### src/rtl/baudgen_pkg.sv
package baudgen_pkg;

    localparam int DEF_RELOAD_W = 8;
    localparam int DEF_TRIM_W   = 4;
    localparam int DEF_SAMPLES  = 16;

    typedef struct packed {
        logic sample;
        logic bitp;
    } strobe_t;

endpackage

### src/rtl/baudgen_divider.sv
module baudgen_divider #(
    parameter int CNT_W = 9
) (
    input  logic             clk,
    input  logic             rst_n,
    input  logic             enable_i,
    input  logic [CNT_W-1:0] load_val_i,
    output logic             underflow_o
);

    typedef struct packed {
        logic [CNT_W-1:0] cnt;
    } div_state_t;

    div_state_t st_d, st_q;

    assign underflow_o = enable_i && (st_q.cnt == '0);

    always_comb begin
        st_d = st_q;
        if (!enable_i || underflow_o) begin
            st_d.cnt = load_val_i;
        end else begin
            st_d.cnt = st_q.cnt - 1'b1;
        end
    end

    always_ff @(posedge clk or negedge rst_n) begin
        if (!rst_n) begin
            st_q <= '0;
        end else begin
            st_q <= st_d;
        end
    end

endmodule

### src/rtl/baudgen_slot_ctr.sv
module baudgen_slot_ctr #(
    parameter int SAMPLES = 16,
    localparam int SLOT_W = $clog2(SAMPLES)
) (
    input  logic              clk,
    input  logic              rst_n,
    input  logic              enable_i,
    input  logic              advance_i,
    output logic [SLOT_W-1:0] slot_next_o,
    output logic              wrap_o
);

    localparam logic [SLOT_W-1:0] LAST_SLOT = SLOT_W'(SAMPLES - 1);

    typedef struct packed {
        logic [SLOT_W-1:0] slot;
    } slot_state_t;

    slot_state_t st_d, st_q;

    assign wrap_o      = advance_i && (st_q.slot == LAST_SLOT);
    assign slot_next_o = st_d.slot;

    always_comb begin
        st_d = st_q;
        if (!enable_i) begin
            st_d.slot = '0;
        end else if (advance_i) begin
            st_d.slot = (st_q.slot == LAST_SLOT) ? '0 : st_q.slot + 1'b1;
        end
    end

    always_ff @(posedge clk or negedge rst_n) begin
        if (!rst_n) begin
            st_q <= '0;
        end else begin
            st_q <= st_d;
        end
    end

endmodule

### src/rtl/baud_tick_gen.sv
module baud_tick_gen
    import baudgen_pkg::*;
#(
    parameter int RELOAD_W = DEF_RELOAD_W,
    parameter int TRIM_W   = DEF_TRIM_W,
    parameter int SAMPLES  = DEF_SAMPLES
) (
    input  logic                clk,
    input  logic                rst_n,
    input  logic                enable_i,
    input  logic [RELOAD_W-1:0] reload_i,
    input  logic [TRIM_W-1:0]   trim_i,
    output logic                sample_tick,
    output logic                bit_tick
);

    localparam int CNT_W  = RELOAD_W + 1;
    localparam int SLOT_W = $clog2(SAMPLES);

    logic              underflow;
    logic              wrap;
    logic [SLOT_W-1:0] slot_next;
    logic              extra;
    logic [CNT_W-1:0]  load_val;

    strobe_t out_d, out_q;

    // the slot about to be loaded gets one extra cycle if it is among the first trim slots
    assign extra    = int'(slot_next) < int'(trim_i);
    assign load_val = CNT_W'(reload_i) + CNT_W'(extra);

    baudgen_divider #(
        .CNT_W (CNT_W)
    ) u_div (
        .clk         (clk),
        .rst_n       (rst_n),
        .enable_i    (enable_i),
        .load_val_i  (load_val),
        .underflow_o (underflow)
    );

    baudgen_slot_ctr #(
        .SAMPLES (SAMPLES)
    ) u_slot (
        .clk         (clk),
        .rst_n       (rst_n),
        .enable_i    (enable_i),
        .advance_i   (underflow),
        .slot_next_o (slot_next),
        .wrap_o      (wrap)
    );

    always_comb begin
        out_d        = '0;
        out_d.sample = underflow;
        out_d.bitp   = wrap;
    end

    always_ff @(posedge clk or negedge rst_n) begin
        if (!rst_n) begin
            out_q <= '0;
        end else begin
            out_q <= out_d;
        end
    end

    assign sample_tick = out_q.sample;
    assign bit_tick    = out_q.bitp;

endmodule

### config.mk
export PLATFORM = sky130hd
export DESIGN_NAME = baud_tick_gen
export DESIGN_NICKNAME = d
export VERILOG_FILES = /design/src/rtl/baudgen_pkg.sv /design/src/rtl/baudgen_divider.sv /design/src/rtl/baudgen_slot_ctr.sv /design/src/rtl/baud_tick_gen.sv
export SDC_FILE = /design/constraint.sdc
export NUM_CORES = 1
export LEC_CHECK = 0
export ABC_AREA = 1
export CORE_AREA = 10 10 72 74
export DETAILED_ROUTE_END_ITERATION = 8
export DIE_AREA = 0 0 82 84
export SLEW_MARGIN = 20
export SYNTH_ARGS = -nofsm -noshare
export SYNTH_HDL_FRONTEND = slang
export SYNTH_HIERARCHICAL = 1
export SYNTH_SLANG_ARGS = --single-unit
### constraint.sdc
create_clock -name clk -period 6.38 [get_ports clk]
set_input_delay 0.957 -clock clk [delete_from_list [all_inputs] [get_ports clk]]
set_output_delay 0.957 -clock clk [all_outputs]
set_load 0.005 [all_outputs]
==> summary.md, run 1 <==
| Metric | Value |
|---|---|
| Initial antenna violation count | 0 |
| Max cap viols | 0 |
| H-tree depth | 1 |
| Reg-to-Reg Start | u_div/st_q[0] |
| Max_slew headroom | 0.575 |
| Fin. Hold Viols | 0 |
| Synthesized flop and latch total | 15 |
| Setup Fix Bufs, Post-CTS | 0 |
| TritonCTS Sinks | 15 |
| Post-layout power | 0.000252 W |
| Data required, critical path | about 6500 ps |
| Worst IR Drop VDD | 0.0866 mV |
| Num rows | 23 |
| Fmax | 253 MHz |
| First-pass GRT wire length | 3650 um |
| Hold-critical path depth | 2 |
| Post-DP Area | approximately 1300 um2 |
| Final Net Count | between 150 and 200 |
| Setup TNS Final | 0 ps |
| Reg clk slew, reported paths | 60 ps |
| Lkg Pwr | 0.696 nW |
| Slew @ Worst Pin | 635 ps |
| Iteration-0 DRC Markers | 15 |
| Status | completed |
| Worst setup SP type | input pin |
| CTS tree | done |
| GRT Residual Overflow | 0 |
| Worst r2r dst | u_div/st_q[6] |
| Width of the chip | 82 um |
| Crit. End Element | flop |
| Critical path origin | enable_i |
| Final non-filler cell total | 218 |
| Hold Crit Class | reg2reg |
| Syn nets | 172 |
| Sequential area share after synthesis | 0.346 |
| Hpwl dp | about 1700 um |
| Setup violators final | 0 |
| Placed Instances | 214 |
| Layout area overhead | 23.0% |
| Power Density | around 190 nW/um2 |
| Routed len/inst | 9.42 um |
| Die height | 84 um |
| Vias in the first global route | 892 |
| Worst R2R Path Depth | 22 |
| Hold EP | u_div/st_q[8] |
| Avg Synthesized Cell Area | 7.23 um2 |
| Cells after synthesis | 150 |
| RSZ-0062 raised after global routing | false |
| # DRC | 0 |
| Layout cell share with drive strength beyond 1 | 0.0833 |
| Crit Path Category | in2reg |
| DRT Pass-1 Iters | 2 |
| Top-level I/O count | 17 |
| Min Tclk post-route | 3950 ps |
| Pin count of the biggest net entering global routing | 16 |
| Final WL | ~2100 um |
| Flop2flop setup slack | between 3000 and 4000 ps |
| Final instance area | 1330 um2 |
| Area of the multi-input gates | between 600 and 700 um2 |
| Core area | 3860 um2 |
| Clock tree buffer depth | 2 |
| Reg area | 375 um2 |
| DR vias/cell | between 4 and 5 |
| Ant. Diodes | 0 |
| RePlAce Congestion | between 0.8 and 0.9 |
| Arrival @ worst endpoint | 4080 ps |
| Gr usage total | 0.0655 |
| Post-Synthesis Cell Area | roughly 1100 um2 |
| Final Skew | around 5.8 ps |
| Fin crit share | 0.619 |
| CTS root buffer | clkbuf_8 |
| Largest fanout on the critical path | 10 |
| Fillers | 422 |
| PostCTS Resize Cnt | 0 |
| TritonCTS Buffers | 3 |
| Max-slew violation count | 0 |
| PortBufs | 16 |
| Worst-Skew Late Latency | 240 ps |
| Hold path start | u_div/st_q[8] |
| Synth cell types | 21 |
| # hold bufs at CTS | 0 |
| Die ar. | between 6000 and 7000 um2 |
| Vias | 900 |
| Warnings from Yosys | 6 |
| Starting density of the core | 0.281 |
| Antenna Violating Nets Remaining | 0 |
## synthesized netlist by cell type, drive strengths merged
library cell / number / area (um2)
nand2: 58 / 251
xor2: 2 / 17.5
a21o: 1 / 7.51
o21ai: 4 / 20.0
inv: 23 / 86.3
nand3: 8 / 40.0
dfrtp: 15 / 375
ha: 7 / 87.6
clkbuf: 2 / 18.8
nand3b: 5 / 37.5
nor2: 14 / 72.6
a21oi: 5 / 25.0
xnor2: 3 / 26.3
nand4: 3 / 18.8
## cell type report
cell class,instances,area share
Clock buffer,4,0.0338
Inverter,23,0.0647
Multi-Input combinational cell,110,0.453
Sequential cell,15,0.281
Tap cell,50,0.0469
Timing Repair Buffer,16,0.120
## how the worst max path moves through the flow
stage / endpoint / slack, ps / cells past startpoint
after floorplan: u_div/st_q[4] / 3240 / 19
after detailed placement: u_div/st_q[6] / 2180 / 19
after global placement: u_div/st_q[6] / 2240 / 19
after CTS: u_div/st_q[6] / 2430 / 19
after global routing: u_div/st_q[6] / 2090 / 19
final: u_div/st_q[6] / 2430 / 19
## critical path, stage by stage
cell             delay [ps]
clkdlybuf4s50_1         770
inv_1                   110
nor2_1                  460
nand2_2                 100
nor2_1                  120
nand2_1                  50
a21oi_1                 180
ha_1                    270
a21o_1                  160
a21oi_1                 120
ha_1                    180
ha_1                    160
nand2_1                  60
inv_2                    70
nand3_1                  60
nand2_1                  60
nand2_1                  60
nand2_1                  80
nand2_1                  50
## power by group
part	switching [W]	internal, W	total, W	leakage, nW
clock network	0.0000306	0.0000441	0.0000747	0.0228
logic	0.0000362	0.0000289	0.0000652	0.479
registers	0.00000756	0.000104	0.000112	0.194
total	0.0000744	0.000177	0.000252	0.696
## placed cells by master, fill, tap and decap left out
cell | synthesis | layout
nor2_2 | 2 | 2
nor2_4 | 2 | 2
nand2_1 | 52 | 52
nor2_1 | 10 | 10
xor2_1 | 2 | 2
inv_2 | 1 | 1
nand4_1 | 3 | 3
dfrtp_1 | 15 | 15
clkbuf_1 | 0 | 1
o21ai_0 | 4 | 4
nand2_2 | 4 | 4
xnor2_1 | 3 | 3
nand3b_1 | 5 | 5
a21oi_1 | 5 | 5
nand3_1 | 8 | 8
a21o_1 | 1 | 1
clkdlybuf4s50_1 | 0 | 16
ha_1 | 7 | 7
nand2_8 | 1 | 1
clkbuf_8 | 1 | 3
nand2_4 | 1 | 1
inv_1 | 22 | 22
## per-layer routing
metal | global-route usage | vias up | part of all wire
met5 | 0 | - | 0
met4 | 0.0418 | 0 | 0.027
met3 | 0.0108 | 5 | 0.014
li1 | - | 502 | -
met1 | 0.0758 | 381 | 0.50
met2 | 0.106 | 12 | 0.46
## cell families (layout without fill, tap and decap cells)
kind of cell,count (synthesis),in the layout,synth area share
and+or+nand+nor,88,88,0.388
buffers and inverters,25,43,0.0969
DFF,15,15,0.346
AOI/OAI and AO/OA,10,10,0.0484
adders and majority gates,7,7,0.0807
xor gates and xnor gates,5,5,0.0404
## through the flow
step | util | worst slack (ps) | hold slack (ps)
global route | 0.346 | 2090 | 587
floorplan | - | 3240 | 480
detailed placement | 0.334 | 2180 | 527
CTS | 0.346 | 2430 | 545
global placement | 0.334 | 2240 | 501
finish | 0.346 | 2430 | 536
## state kept, by name, indices dropped and copies added (netlist names)
signal and flops:
bit_tick 1, sample_tick 1, u_div/st_q 9, u_slot/st_q 4
No activity file was read; power rests on OpenSTA's default activity.
==> run 2: changes to the inputs <==
clock period = 3.8 ns   (was 6.38 ns; I/O delays follow)
==> run 2 against run 1 <==
Against the previous run: combinational power increased by 69%; final area increased by 1.1%; worst hold slack got worse by 21 ps; largest power group unchanged; die area unchanged; clock skew decreased by 1.1 ps; highest routed layer unchanged; flip-flop and latch count unchanged; clock power increased by 74%; non-clock buffer count increased by 2.
==> summary.md, run 2 (synthesis gave the netlist of run 1 again) <==
| Metric | Value |
|---|---|
| H-tree depth | 1 (unchanged) |
| Most frequent cells in the layout | nand2_1, inv_1, clkdlybuf4s50_1, dfrtp_1, nor2_1 |
| Die height | 84 um (unchanged) |
| Vias in the first global route | 908 (+1.8%) |
| Worst IR Drop VDD | 0.135 mV (+56%) |
| CTS root buffer | clkbuf_8 |
| Initial antenna violation count | 0 (unchanged) |
| Die ar. | 6890 um2 (unchanged) |
| Core area | 3860 um2 (unchanged) |
| Final Net Count | 193 (+1.0%) |
| Final core utilization | 0.350 (+0.00389) |
| Hold Crit Class | reg2reg |
| Layout cell share with drive strength beyond 1 | 0.0941 (+0.0108) |
| Logic pwr share | 0.258 (about the same) |
| Psw | 0.000129 W (+73%) |
| Antenna Violating Nets Remaining | 0 (unchanged) |
| Setup TNS Final | 0 ps (unchanged) |
| Ant. Diodes | 0 (unchanged) |
| Setup Fix Bufs, Post-CTS | 0 (unchanged) |
| Iteration-0 DRC Markers | 17 (+2) |
| Vias | 930 (+3.3%) |
| Width of the chip | 82 um (unchanged) |
| Crit Path Category | reg2reg |
| CTS tree | done |
| # hold bufs at CTS | 0 (unchanged) |
| Top-level I/O count | 17 (unchanged) |
| Max cap viols | 0 (unchanged) |
| Fmax | 318 MHz |
| Setup violators final | 0 (unchanged) |
| Final Skew | 4.70 ps (-1.09 ps) |
| Clock tree buffer depth | 2 (unchanged) |
| Net Sw Frac | 0.301 (+0.00604) |
| PostCTS Resize Cnt | 0 (unchanged) |
| Power Density | 317 nW/um2 (+68%) |
| Most common cell after layout, fill and taps aside | nand2_1 |
| Pin count of the biggest net entering global routing | 16 (unchanged) |
| Reg clk slew, reported paths | 60 ps (about the same) |
| Worst setup SP type | flop |
| Arrival @ worst endpoint | 3280 ps (-800 ps) |
| DR vias/cell | 4.23 (+2.4%) |
| Worst-Skew Late Latency | 250 ps (about the same) |
| Num rows | 23 (unchanged) |
| Data required, critical path | 3940 ps (-2570 ps) |
| Internal | 0.000299 W (+68%) |
| Max-slew violation count | 0 (unchanged) |
| Layout area overhead | 24.3% |
| PortBufs | 16 (unchanged) |
| Clock power frac | 0.303 (+0.006) |
| Fin crit share | 0.828 |
| Final WL | 2080 um (+1.3%) |
| DRT Pass-1 Iters | 4 (+2) |
| Biggest regs | u_div/st_q x9, u_slot/st_q x4 |
| Crit. End Element | flop |
| Status | completed |
| Routed len/inst | 9.45 um (+0.35%) |
| Max_slew headroom | 0.557 (-0.0184) |
| Fin. Hold Viols | 0 (unchanged) |
| TritonCTS Sinks | 15 (unchanged) |
| Biggest register | u_div/st_q |
| First-pass GRT wire length | 3770 um (+3.2%) |
| Lkg Pwr | 0.706 nW (+1.5%) |
| Seq pwr share | 0.439 (-0.006) |
| TritonCTS Buffers | 3 (unchanged) |
| Hpwl dp | 1710 um (+0.77%) |
| Starting density of the core | 0.281 (unchanged) |
| Largest fanout on the critical path | 8 (-2) |
| Gr usage total | 0.0666 (+0.00106) |
| RSZ-0062 raised after global routing | false |
| RePlAce Congestion | 0.765 (-6.7%) |
| GRT Residual Overflow | 0 (unchanged) |
| Min Tclk post-route | roughly 3100 ps |
| Slew @ Worst Pin | 663 ps (+27.5 ps) |
| Max FFs per register | 9 (unchanged) |
| # DRC | 0 (unchanged) |
## run 2: cell types whose count changed in the layout (fill, tap and decap cells not counted)
cell | before | now
buf_4 | 0 | 2
## run 2: power by group through the flow
stage	clock, W	combinational, W	sequential (W)
final	0.000130	0.000110	0.000188
after global routing	0.000141	0.000127	0.000190
after CTS	0.000134	0.000112	0.000188
after detailed placement	0	0.000111	0.000191
after global placement	0	0.000110	0.000190
after floorplan	0	0.0000781	0.000188
## run 2: through the flow
step           setup slack (ps)  std cells  area [um2]  power (W)  hold WS (ps)
3_3_place_gp                531        216        1300   0.000300           498
3_5_place_dp                498        216        1300   0.000302           500
4_1_cts                     599        220        1350   0.000434           519
5_1_grt                     351        220        1350   0.000458           557
6_report                    653        220        1350   0.000428           515
2_1_floorplan               879        150        1080   0.000267           274
## run 2: worst paths after layout
| kind | start | endpoint | slack [ps] | cells past startpoint |
|---|---|---|---|---|
| max in group asynchronous | rst_n | u_div/st_q[6] | 2650 | 1 |
| min in group asynchronous | rst_n | u_slot/st_q[0] | 720 | 1 |
| worst max-delay path | u_div/st_q[0] | u_div/st_q[4] | 650 | 22 |
| worst min-delay path | u_div/st_q[8] | u_div/st_q[8] | 520 | 2 |
| worst min register to register | u_div/st_q[8] | u_div/st_q[8] | 520 | 2 |
| worst max register to register | u_div/st_q[0] | u_div/st_q[4] | 650 | 22 |
## run 2: final cells by class
class                      instances  area (um2)
clock buffer                       4        45.0
fill                             435        2510
multi-input combinational        110         604
inverter                          23        86.3
sequential                        15         375
tap                               50        62.6
timing repair buffer              18         175
## run 2: worst max-delay path: stages, from the launching register on
cell     delay [ps]
dfrtp_1         360
inv_1            90
ha_1            200
nand2_2         100
nor2_4          150
nand2_4         100
nor2_1          100
buf_4           160
nand2_2          50
nor2_1           90
nand2_1          50
a21oi_1         190
ha_1            270
a21o_1          160
a21oi_1         130
ha_1            180
ha_1            170
nand2_1          70
inv_2            80
nand2_1          80
xnor2_1         120
nand2_1          90
nand2_1          50
## run 2: routing by layer
| metal | vias up | track usage | part of all wire |
|---|---|---|---|
| li1 | 506 | - | - |
| met1 | 407 | 0.0740 | 0.47 |
| met2 | 13 | 0.110 | 0.48 |
| met3 | 4 | 0.0140 | 0.028 |
| met4 | 0 | 0.0418 | 0.024 |
| met5 | - | 0 | 0 |
==> run 3: changes to the inputs <==
clock period = 3.15 ns   (was 3.8 ns; I/O delays follow)
==> run 3 against run 2 <==
Against the previous run: clock skew decreased by 3.0 ps; power increased by 22%; register-to-register slack got worse by 360 ps; combinational power increased by 30%; maximum frequency increased by 10%; final cell count increased by 1.4%; sequential power increased by 21%.
==> summary.md, run 3 (synthesis gave the netlist of run 1 again) <==
| Metric | Value |
|---|---|
| Status | completed |
| Slowest cell on crit path | dfrtp_1 |
| Routed len/inst | 9.78 um (+3.4%) |
| Worst setup margin | 289 ps (-364 ps) |
| # hold bufs at CTS | 0 (unchanged) |
| Die ar. | 6890 um2 (unchanged) |
| Min Tclk post-route | 2860 ps (-286 ps) |
| Fin crit share | 0.908 (+0.0800) |
| Max FFs per register | 9 (unchanged) |
| Reg area | 375 um2 (unchanged) |
| Final Skew | 1.73 ps (-2.97 ps) |
| Gr usage total | 0.0668 (+0.000198) |
| Seq pwr share | 0.436 (-0.003) |
| Net Sw Frac | 0.300 (-0.00168) |
| Post-layout power | 0.000522 W (+22%) |
| Crit path buf inv count | 2 (-1) |
| Final WL | 2180 um (+4.8%) |
| CP top delay family | simple AND/OR/NAND/NOR gates |
| RePlAce Congestion | 0.761 (-0.54%) |
| Clock power frac | 0.290 (-0.013) |
| Biggest register | u_div/st_q |
| H-tree depth | 1 (unchanged) |
| TritonCTS Buffers | 3 (unchanged) |
| Max cap viols | 0 (unchanged) |
| CTS root buffer | clkbuf_8 |
| DR vias/cell | 4.18 (-1.0%) |
| Power Density | 373 nW/um2 (+18%) |
| First-pass GRT wire length | 3790 um (+0.56%) |
| GRT Residual Overflow | 0 (unchanged) |
| Area of the multi-input gates | 634 um2 (+5.0%) |
| Crit. End Element | flop |
| Pin count of the biggest net entering global routing | 16 (unchanged) |
| Internal | 0.000366 W (+22%) |
| DRT Pass-1 Iters | 4 (unchanged) |
| Setup Fix Bufs, Post-CTS | 0 (unchanged) |
| Core area | 3860 um2 (unchanged) |
| Iteration-0 DRC Markers | 31 (+14) |
| Max stage delay on crit path | 370 ps (about the same) |
| Logic pwr share | 0.274 (+0.016) |
| Worst-Skew Late Latency | 240 ps (about the same) |
| Most common cell after layout, fill and taps aside | nand2_1 |
| # DRC | 0 (unchanged) |
| Die height | 84 um (unchanged) |
| Biggest regs | u_div/st_q x9, u_slot/st_q x4 |
| CTS tree | done |
| Vias | 933 (+0.32%) |
| Clock tree buffer depth | 2 (unchanged) |
| Final core utilization | 0.363 (+0.0136) |
| Final Net Count | 196 (+1.6%) |
| Worst IR Drop VDD | 0.135 mV (-0.49%) |
| Largest fanout on the critical path | 5 (-3) |
| Layout area overhead | 29.2% |
| TritonCTS Sinks | 15 (unchanged) |
| Worst setup SP type | flop |
| Hpwl dp | 1770 um (+3.4%) |
| Arrival @ worst endpoint | 2990 ps (-290 ps) |
| Ant. Diodes | 0 (unchanged) |
| Top-level I/O count | 17 (unchanged) |
| CP most frequent cell | nand2_1 |
| Width of the chip | 82 um (unchanged) |
| Reg clk slew, reported paths | 60 ps (about the same) |
| PortBufs | 16 (unchanged) |
| Antenna Violating Nets Remaining | 0 (unchanged) |
| Cell breakdown of the critical path | inv_2 > ha_4 > nand2_2 > nor2_4 > nand2_4 > nor2_4 > nand2_2 > nor2_1 > nand2_1 > a21oi_2 > ha_1 > a21o_1 > a21oi_2 > ha_2 > ha_1 > nand2_1 > inv_2 > nand2_1 > xnor2_1 > nand2_1 > nand2_1 |
| Most frequent cells in the layout | nand2_1, inv_1, clkdlybuf4s50_1, dfrtp_1, nor2_1 |
| Num rows | 23 (unchanged) |
| Pre-CTS WS | -80.0 ps (-578 ps) |
| Max-slew violation count | 0 (unchanged) |
| Max_slew headroom | 0.550 (-0.00739) |
| Setup violators final | 0 (unchanged) |
| Layout cell share with drive strength beyond 1 | 0.150 (+0.0562) |
| Psw | 0.000156 W (+21%) |
| Fillers | 436 (+0.23%) |
| Initial antenna violation count | 0 (unchanged) |
| Lkg Pwr | 0.718 nW (+1.6%) |
| Starting density of the core | 0.281 (unchanged) |
| Slew @ Worst Pin | 674 ps (+11.0 ps) |
| Vias in the first global route | 951 (+4.7%) |
| Data required, critical path | 3280 ps (-660 ps) |
| Crit Path Category | reg2reg |
| Fin. Hold Viols | 0 (unchanged) |
| Hold Crit Class | reg2reg |
| Fmax | 350 MHz (+10%) |
| RSZ-0062 raised after global routing | false |
[run 3: timing repair]
item | in CTS | in global routing
resized for setup | 1 | 9
pin swaps | 0 | 5
endpoints found under the setup margin | 1 | 6
[run 3: through the flow]
stage	TNS (ps)	cell area, um2	hold WS (ps)	std cells
after global routing	0	1400	600	223
final	0	1400	517	223
after CTS	0	1370	523	223
after global placement	-16.0	1330	500	219
after floorplan	0	1080	177	150
after detailed placement	-148	1330	504	219
[run 3: cell type report]
| cell class | count | share of cell area |
|---|---|---|
| inverter | 23 | 0.0616 |
| tap | 50 | 0.0446 |
| multi-input combinational | 110 | 0.453 |
| timing repair buffer | 21 | 0.141 |
| clock buffer | 4 | 0.0321 |
| sequential | 15 | 0.268 |
[run 3: layer usage]
layer  wire length [um]  GRT usage
met5                  0          0
met4                 34     0.0372
met3                 36     0.0119
met1               1000     0.0733
met2               1110      0.115
[run 3: path summary, 6_finish.rpt]
| path | from | end | slack, ps | cells past startpoint |
|---|---|---|---|---|
| min in group asynchronous | rst_n | u_slot/st_q[0] | 640 | 1 |
| max in group asynchronous | rst_n | u_div/st_q[7] | 2080 | 1 |
| worst max register to register | u_div/st_q[0] | u_div/st_q[4] | 290 | 21 |
| worst max-delay path | u_div/st_q[0] | u_div/st_q[4] | 290 | 21 |
| worst min register to register | u_div/st_q[8] | u_div/st_q[8] | 520 | 2 |
| worst min-delay path | u_div/st_q[8] | u_div/st_q[8] | 520 | 2 |
[run 3: worst register-to-register path, delay by kind of cell, from the launching register on]
kind	cells	cell delay [ps]
simple gates	11	940
fa+ha+maj	4	740
compound gates	3	420
flops	1	370
buf+inv	2	170
xor+xnor	1	130
[run 3: power groups by stage]
stage           logic, W  registers, W  clock network [W]
3_5_place_dp    0.000136      0.000230                  0
3_3_place_gp    0.000135      0.000229                  0
5_1_grt         0.000165      0.000230           0.000164
6_report        0.000143      0.000228           0.000152
4_1_cts         0.000138      0.000227           0.000157
2_1_floorplan  0.0000943      0.000227                  0
